`config.mk`:
```
export PLATFORM = sky130hd
export DESIGN_NAME = msr_unit
export DESIGN_NICKNAME = d
export VERILOG_FILES = /design/src/rtl/msr_pkg.sv /design/src/rtl/msr_dec_wide.sv /design/src/rtl/msr_dec_compact.sv /design/src/rtl/msr_psr_reg.sv /design/src/rtl/msr_unit.sv
export SDC_FILE = /design/constraint.sdc
export NUM_CORES = 1
export LEC_CHECK = 0
export ABC_AREA = 1
export BUFFER_PORTS_ARGS = -buffer_cell sky130_fd_sc_hd__buf_2
export CORE_AREA = 5 5 90 92
export CTS_BUF_LIST = sky130_fd_sc_hd__clkbuf_4 sky130_fd_sc_hd__clkbuf_8 sky130_fd_sc_hd__clkbuf_16
export DETAILED_ROUTE_END_ITERATION = 7
export DIE_AREA = 0 0 95 97
export GPL_TIMING_DRIVEN = 0
export PLACE_DENSITY = 0.81
export SETUP_SLACK_MARGIN = 0.5
export SKIP_LAST_GASP = 1
export SYNTH_ARGS = -nofsm -noshare
export SYNTH_HDL_FRONTEND = slang
export SYNTH_SLANG_ARGS = --single-unit
```
`constraint.sdc`:
```
create_clock -name clk -period 2.2 [get_ports clk]
set_clock_uncertainty 0.1 [all_clocks]
set_input_delay 0.22 -clock clk [delete_from_list [all_inputs] [get_ports clk]]
set_output_delay 0.22 -clock clk [all_outputs]
set_load 0.01 [all_outputs]
```
`src/rtl/msr_pkg.sv`:
```
package msr_pkg;

  typedef struct packed {
    logic       match;
    logic       spsr;
    logic [3:0] mask;
    logic [3:0] rn;
    logic       sb_bad;
    logic       rn_bad;
  } msr_dec_t;

  localparam logic [3:0] RN_SP = 4'd13;
  localparam logic [3:0] RN_PC = 4'd15;

  function automatic logic wide_src_illegal(input logic [3:0] rn);
    return rn == RN_PC;
  endfunction

  function automatic logic compact_src_illegal(input logic [3:0] rn);
    return (rn == RN_PC) || (rn == RN_SP);
  endfunction

  function automatic logic mask_empty(input logic [3:0] m);
    return m == 4'b0000;
  endfunction

endpackage

```
`src/rtl/msr_dec_wide.sv`:
```
module msr_dec_wide
  import msr_pkg::*;
(
  input  logic [27:0] word,
  output msr_dec_t    d
);
  always_comb begin
    d.match  = (word[27:23] == 5'b00010) && (word[21:20] == 2'b10) &&
               (word[7:4] == 4'b0000);
    d.spsr   = word[22];
    d.mask   = word[19:16];
    d.rn     = word[3:0];
    d.sb_bad = (word[15:12] != 4'hF) || (word[11:8] != 4'h0);
    d.rn_bad = wide_src_illegal(word[3:0]);
  end
endmodule

```
`src/rtl/msr_dec_compact.sv`:
```
module msr_dec_compact
  import msr_pkg::*;
(
  input  logic [31:0] word,
  output msr_dec_t    d
);
  logic [15:0] hw_a;
  logic [15:0] hw_b;

  assign hw_a = word[31:16];
  assign hw_b = word[15:0];

  always_comb begin
    d.match  = (hw_a[15:5] == 11'b11110011100) && (hw_b[15:14] == 2'b10) &&
               !hw_b[12];
    d.spsr   = hw_a[4];
    d.rn     = hw_a[3:0];
    d.mask   = hw_b[11:8];
    d.sb_bad = hw_b[13] || (hw_b[7:0] != 8'h00);
    d.rn_bad = compact_src_illegal(hw_a[3:0]);
  end
endmodule

```
`src/rtl/msr_psr_reg.sv`:
```
module msr_psr_reg #(
  parameter int unsigned         W     = 32,
  parameter logic [W-1:0]        RESET = '0,
  localparam int unsigned        LANES = W / 8
) (
  input  logic             clk,
  input  logic             rst_n,
  input  logic             we,
  input  logic [LANES-1:0] lanes,
  input  logic [W-1:0]     wdata,
  output logic [W-1:0]     q
);
  logic [W-1:0] merged;

  for (genvar k = 0; k < LANES; k++) begin : g_lane
    assign merged[8*k +: 8] = lanes[k] ? wdata[8*k +: 8] : q[8*k +: 8];
  end

  always_ff @(posedge clk) begin
    if (!rst_n)  q <= RESET;
    else if (we) q <= merged;
  end
endmodule

```
`src/rtl/msr_unit.sv`:
```
module msr_unit
  import msr_pkg::*;
#(
  parameter int unsigned        PSR_W     = 32,
  parameter logic [PSR_W-1:0]   CUR_RESET = '0,
  parameter logic [PSR_W-1:0]   SAV_RESET = '0,
  localparam int unsigned       LANES     = PSR_W / 8
) (
  input  logic             clk,
  input  logic             rst_n,
  input  logic             instr_valid,
  input  logic             instr_compact,
  input  logic [31:0]      instr,
  input  logic             cond_pass,
  output logic [3:0]       rs_addr,
  input  logic [PSR_W-1:0] rs_data,
  output logic             dec_valid,
  output logic             dec_spsr,
  output logic [3:0]       dec_mask,
  output logic [3:0]       dec_rn,
  output logic             dec_unpred,
  output logic             dec_blocked,
  output logic             cur_wr_en,
  output logic             sav_wr_en,
  output logic [LANES-1:0] wr_lanes,
  output logic [PSR_W-1:0] cur_psr,
  output logic [PSR_W-1:0] sav_psr
);
  msr_dec_t d_wide, d_cmp, d_sel;
  logic     ev_write;

  msr_dec_wide u_dec_wide (.word(instr[27:0]), .d(d_wide));
  msr_dec_compact u_dec_cmp (.word(instr), .d(d_cmp));

  assign d_sel       = instr_compact ? d_cmp : d_wide;
  assign rs_addr     = d_sel.rn;
  assign dec_spsr    = d_sel.spsr;
  assign dec_mask    = d_sel.mask;
  assign dec_rn      = d_sel.rn;
  assign dec_valid   = instr_valid && d_sel.match;
  assign dec_unpred  = dec_valid && (d_sel.rn_bad || mask_empty(d_sel.mask));
  assign dec_blocked = dec_valid && (dec_unpred || d_sel.sb_bad);
  assign ev_write    = dec_valid && !dec_blocked && cond_pass;
  assign cur_wr_en   = ev_write && !d_sel.spsr;
  assign sav_wr_en   = ev_write && d_sel.spsr;
  assign wr_lanes    = ev_write ? LANES'(d_sel.mask) : '0;

  msr_psr_reg #(.W(PSR_W), .RESET(CUR_RESET)) u_cur (
    .clk(clk), .rst_n(rst_n), .we(cur_wr_en), .lanes(wr_lanes),
    .wdata(rs_data), .q(cur_psr)
  );

  msr_psr_reg #(.W(PSR_W), .RESET(SAV_RESET)) u_sav (
    .clk(clk), .rst_n(rst_n), .we(sav_wr_en), .lanes(wr_lanes),
    .wdata(rs_data), .q(sav_psr)
  );
endmodule

```
After elaboration in Yosys (flattened, before gate mapping). Cells that the tools add are included.

Register bits: 64. Input bits: 69. Output and inout bits: 86.

Equality and inequality tests: 8. Multiplexer cells: 2. Reductions and logical operators: 31.

Operators by type and width (number): 2-bit AND reduction (8); 4-bit equality test, second input constant (3); 12-bit two-way mux (1); 11-bit equality test, second input constant (1); 1-bit logical AND (11); 4-bit logical NOT (2); 8-bit nonzero test (1); 5-bit by 2-bit equality test with 1-bit output, second input constant (1); 1-bit logical OR (5); 2-bit equality test, second input constant (2); 4-bit two-way mux (1); 4-bit != test, second input constant (1); 4-bit nonzero test (1); 1-bit logical NOT (3).

Longest topological paths before layout.
Depth after elaboration: 14. Mapped depth: 13. Mapped depth without buffers: 12.

Cells and area by module. Synthesis repeated with hierarchy kept, for this count alone.

Cells, all modules: 532. Area, all modules: 3303.2 µm².

By module, submodules not included: msr_psr_reg (instances 2, cells an instance 203, area each 1306.3 µm², seq. area each 640.6 µm²); msr_unit (instances 1, cells an instance 60, area each 359.1 µm², seq. area each 0.0 µm²); msr_dec_wide (instances 1, cells an instance 34, area each 166.4 µm², seq. area each 0.0 µm²); msr_dec_compact (instances 1, cells an instance 32, area each 165.2 µm², seq. area each 0.0 µm²).

Worst setup path after synthesis. Ideal clock, no wire load.

Path kind: input to output. Start: input instr_compact. End: output cur_wr_en. Data arrival time: 1.453 ns. Required time: 1.880 ns. Setup slack: 0.427 ns. Cell stages on the path: 7. Cell sequence: buf_4 -> inv_2 -> or2_2 -> o21ai_2 -> clkinv_1 -> clkbuf_1 -> nor2_1.

Elaborated cells on any way between the ends: 12. Classes of those cells: mux: 1; reduce/logical: 11.

RTL lines: start, declared (RTL line msr_unit.sv:12) `input logic instr_compact,`; 12-bit two-way mux (RTL line msr_unit.sv:35) `assign d_sel = instr_compact ? d_cmp : d_wide;`; net dec_spsr (RTL line msr_unit.sv:18) `output logic dec_spsr,`; 1-bit logical NOT (RTL line msr_unit.sv:44) `assign cur_wr_en = ev_write && !d_sel.spsr;`; 1-bit logical AND (RTL line msr_unit.sv:44); end, declared (RTL line msr_unit.sv:23) `output logic cur_wr_en,`.

The timed path passes the listed nets, and every way through them passes these cells.

Final worst setup path.
Start: input instr_compact. End: output wr_lanes[1].

Longest elaborated chain between the ends: 10. Elaborated cells on any way between the ends: 11. Classes of those cells: mux: 2; reduce/logical: 9.

RTL lines: 12-bit two-way mux (*) (RTL line msr_unit.sv:35); 4-bit logical NOT (RTL line msr_pkg.sv:24) `return m == 4'b0000;`; 1-bit logical OR (RTL line msr_unit.sv:41) `assign dec_unpred = dec_valid && (d_sel.rn_bad || mask_empty(d_sel.mask));`; 1-bit logical AND (RTL line msr_unit.sv:41); 1-bit logical OR (RTL line msr_unit.sv:42) `assign dec_blocked = dec_valid && (dec_unpred || d_sel.sb_bad);`; 1-bit logical AND (RTL line msr_unit.sv:42); 1-bit logical NOT (RTL line msr_unit.sv:43) `assign ev_write = dec_valid && !dec_blocked && cond_pass;`; 1-bit logical AND (2 in a row) (RTL line msr_unit.sv:43); 4-bit two-way mux (*) (RTL line msr_unit.sv:46) `assign wr_lanes = ev_write ? LANES'(d_sel.mask) : '0;`; end, declared (RTL line msr_unit.sv:25) `output logic [LANES-1:0] wr_lanes,`.

Every way passes the cells marked *; elsewhere a longest branch is shown, timed or not.

==> flow_summary.json <==
{
  "grt_max_degree": 12,
  "final_max_slew_viol_count": 0,
  "cp_slowest_cell": "a21oi_4",
  "worstMarginPinSlew_ns": 0.596,
  "via_per_inst": 5.20,
  "dieArea_um2": 9220,
  "status": "complete, no violations",
  "gp_congestion": 0.881,
  "min_period_ns": 1.90,
  "fin_hold_ws_ns": 0.117,
  "hpwl_um": 8090,
  "die_x_um": 95,
  "timing.fmax_mhz": 526,
  "area_growth_pct": 65.4,
  "wl_um": 12200,
  "synth-seq-area-share_pct": 40.1,
  "grt_pass1_wl_um": 17200,
  "synthMuxAreaShare_pct": 0,
  "drt-initial-drc-count": 286,
  "clockBufferDepth": 2,
  "die_h_um": 97,
  "std_cell_rows": 31,
  "wl_per_cell_um": 15.4,
  "yosys.area_share.adder_pct": 0,
  "layout_common_cells": "buf_2 (149), nand2_1 (79), nor2_1 (76)",
  "grt-ovfl-total": 0,
  "synth_simple_gate_area_share_pct": 35.7,
  "synth_compound_area_share_pct": 11.8,
  "p_int_mw": 1.88,
  "syn-num-nets": 562,
  "cp_common_cell": "buf_12",
  "use_met1_pct": 28.1,
  "postSynthCellCount": 493,
  "cts_made_buffers": 9,
  "ant_nets": 0,
  "antenna_found_initial": 0,
  "fin_crit_sh_pct": 86.3,
  "drive_above_1_share_pct": 47.1,
  "drc": 0,
  "yosysWarnings": 0,
  "track_usage_pct": 23.0,
  "required_ns": 1.88,
  "hold_viol_final": 0,
  "start_kind": "input pin",
  "layout_commonest_cell": "buf_2",
  "synth_area_um2": 3190,
  "worst_path_largest_cell_delay_ns": 0.20,
  "core_area_um2": 7140,
  "p_clk_share_pct": 37.7,
  "total_power_mw": 2.64,
  "ir_drop_mv": 0.440,
  "finalSetupTns_ns": 0,
  "ctsHtreeMaxLevel": 3,
  "p_leak_nw": 2.58,
  "nNetsFinal": 758,
  "power_switching_mw": 0.760,
  "use_met3_pct": 6.52,
  "worstPathMaxFanout": 6,
  "p_comb_share_pct": 18.1,
  "synth_seq_cells": 64,
  "p_sw_share_pct": 28.8,
  "maxCapViolCount": 0,
  "initial_core_util_pct": 44.8,
  "p_per_area_nw_per_um2": 500,
  "antennaDiodeCount": 0,
  "crit_type": "in -> out",
  "maxSlewHeadroom_pct": 60.3,
  "seq_power_share_pct": 44.2,
  "cts-root-buf": "clkbuf_8",
  "grt_pass1_vias": 3745,
  "cts.sinks": 64,
  "synth_xor_xnor_area_share_pct": 0,
  "setup_violations": 0,
  "clk_latency_ns": 0.34,
  "rsz0062_at_grt": "true",
  "path_clk_slew_ns": 0.08,
  "end_kind": "output pin",
  "arrival_ns": 1.58,
  "vias": 4122,
  "dr.pass1.iters": 5,
  "crit_chain": "buf_12 > buf_12 > buf_8 > nor4_4 > nand4_1 > a21oi_4 > nand3_4 > nor2_4 > buf_6",
  "ios": 155,
  "synth_cell_type_count": 24,
  "design_area_um2": 5280,
  "grt-busiest-layer": "met2",
  "dpl_cell_area_um2": 4280,
  "syn_area_per_cell_um2": 6.48,
  "use_met2_pct": 38.3,
  "synth_top_family_by_area": "simple AND/OR/NAND/NOR gates",
  "cts_tree": "done",
  "port_buffers": 153,
  "ctsHoldBuffers": 0,
  "hp-class": "in -> reg"
}
==> kinds of logic after synthesis <==
logic type	after synthesis
buffers and inverters	89
AO/OA/AOI/OAI	74
flip-flops	64
AND/OR/NAND/NOR	266
==> layer usage <==
layer | vias up | wire [um]
met5 | - | 0
met2 | 230 | 6120
li1 | 1964 | -
met3 | 20 | 1230
met4 | 0 | 192
met1 | 1908 | 4680
==> final timing paths <==
check | slack (ns) | startpoint | depth (start not counted) | to
setup reg to reg | 1.44 | u_cur.q[0] | 2 | u_cur.q[0]
hold reg to reg | 0.36 | u_sav.q[21] | 2 | u_sav.q[21]
setup / recovery | 0.30 | instr_compact | 9 | wr_lanes[1]
hold / removal | 0.12 | rs_data[8] | 5 | u_cur.q[8]
==> Yosys cell counts (all sizes together) <==
cell type	number	area [um2]
a21oi	65	325
inv	50	188
o22ai	1	6.26
nor3	2	10.0
nor4	2	12.5
clkinv	4	15.0
nand3b	1	7.51
clkbuf	5	18.8
nand3	69	345
dfxtp	64	1280
or2	1	6.26
nand2	89	334
buf	30	175
o21ai	8	43.8
nand4	5	46.3
nor2	97	379
==> power by group through the flow <==
stage	Sequential (mW)	Clock, mW	Combinational (mW)
after floorplan	1.20	0	0.213
after global placement	1.19	0	0.358
after detailed placement	1.19	0	0.363
after CTS	1.17	1.00	0.412
after global routing	1.17	1.05	0.515
final	1.17	0.996	0.478
==> flip-flops by register name, summed over array words and instances, names as in the netlist <==
| register | flops |
|---|---|
| u_sav.q | 32 |
| u_cur.q | 32 |
==> per-stage QoR <==
step           util [%]  worst slack, ns  cells
2_1_floorplan         -            0.500    493
3_3_place_gp       59.9           0.0776    745
3_5_place_dp       59.9           0.0388    745
4_1_cts            66.0            0.295    778
5_1_grt            74.0            0.214    793
6_report           74.0            0.300    793
==> cell type report <==
class	count	area, um2
Buffer	35	299
Clock buffer	10	131
Clock inverter	6	60.1
Fill cell	558	1850
Inverter	54	211
Multi-Input combinational cell	340	2020
Sequential cell	64	1280
Tap cell	99	124
Timing Repair Buffer	185	1160
==> what timing repair did <==
action / 4_1_cts / 5_1_grt
endpoints found under the setup margin: 64 / 76
gates cloned: 1 / 8
buffers inserted: 16 / 7
gates resized for setup: 24 / 116
pin swaps: 12 / 43
==> critical path, delay by kind of cell <==
kind	cells	cell delay (ns)
buf+inv	4	0.47
simple gates	4	0.67
compound gates	1	0.20
No activity file was read; power rests on OpenSTA's default activity.
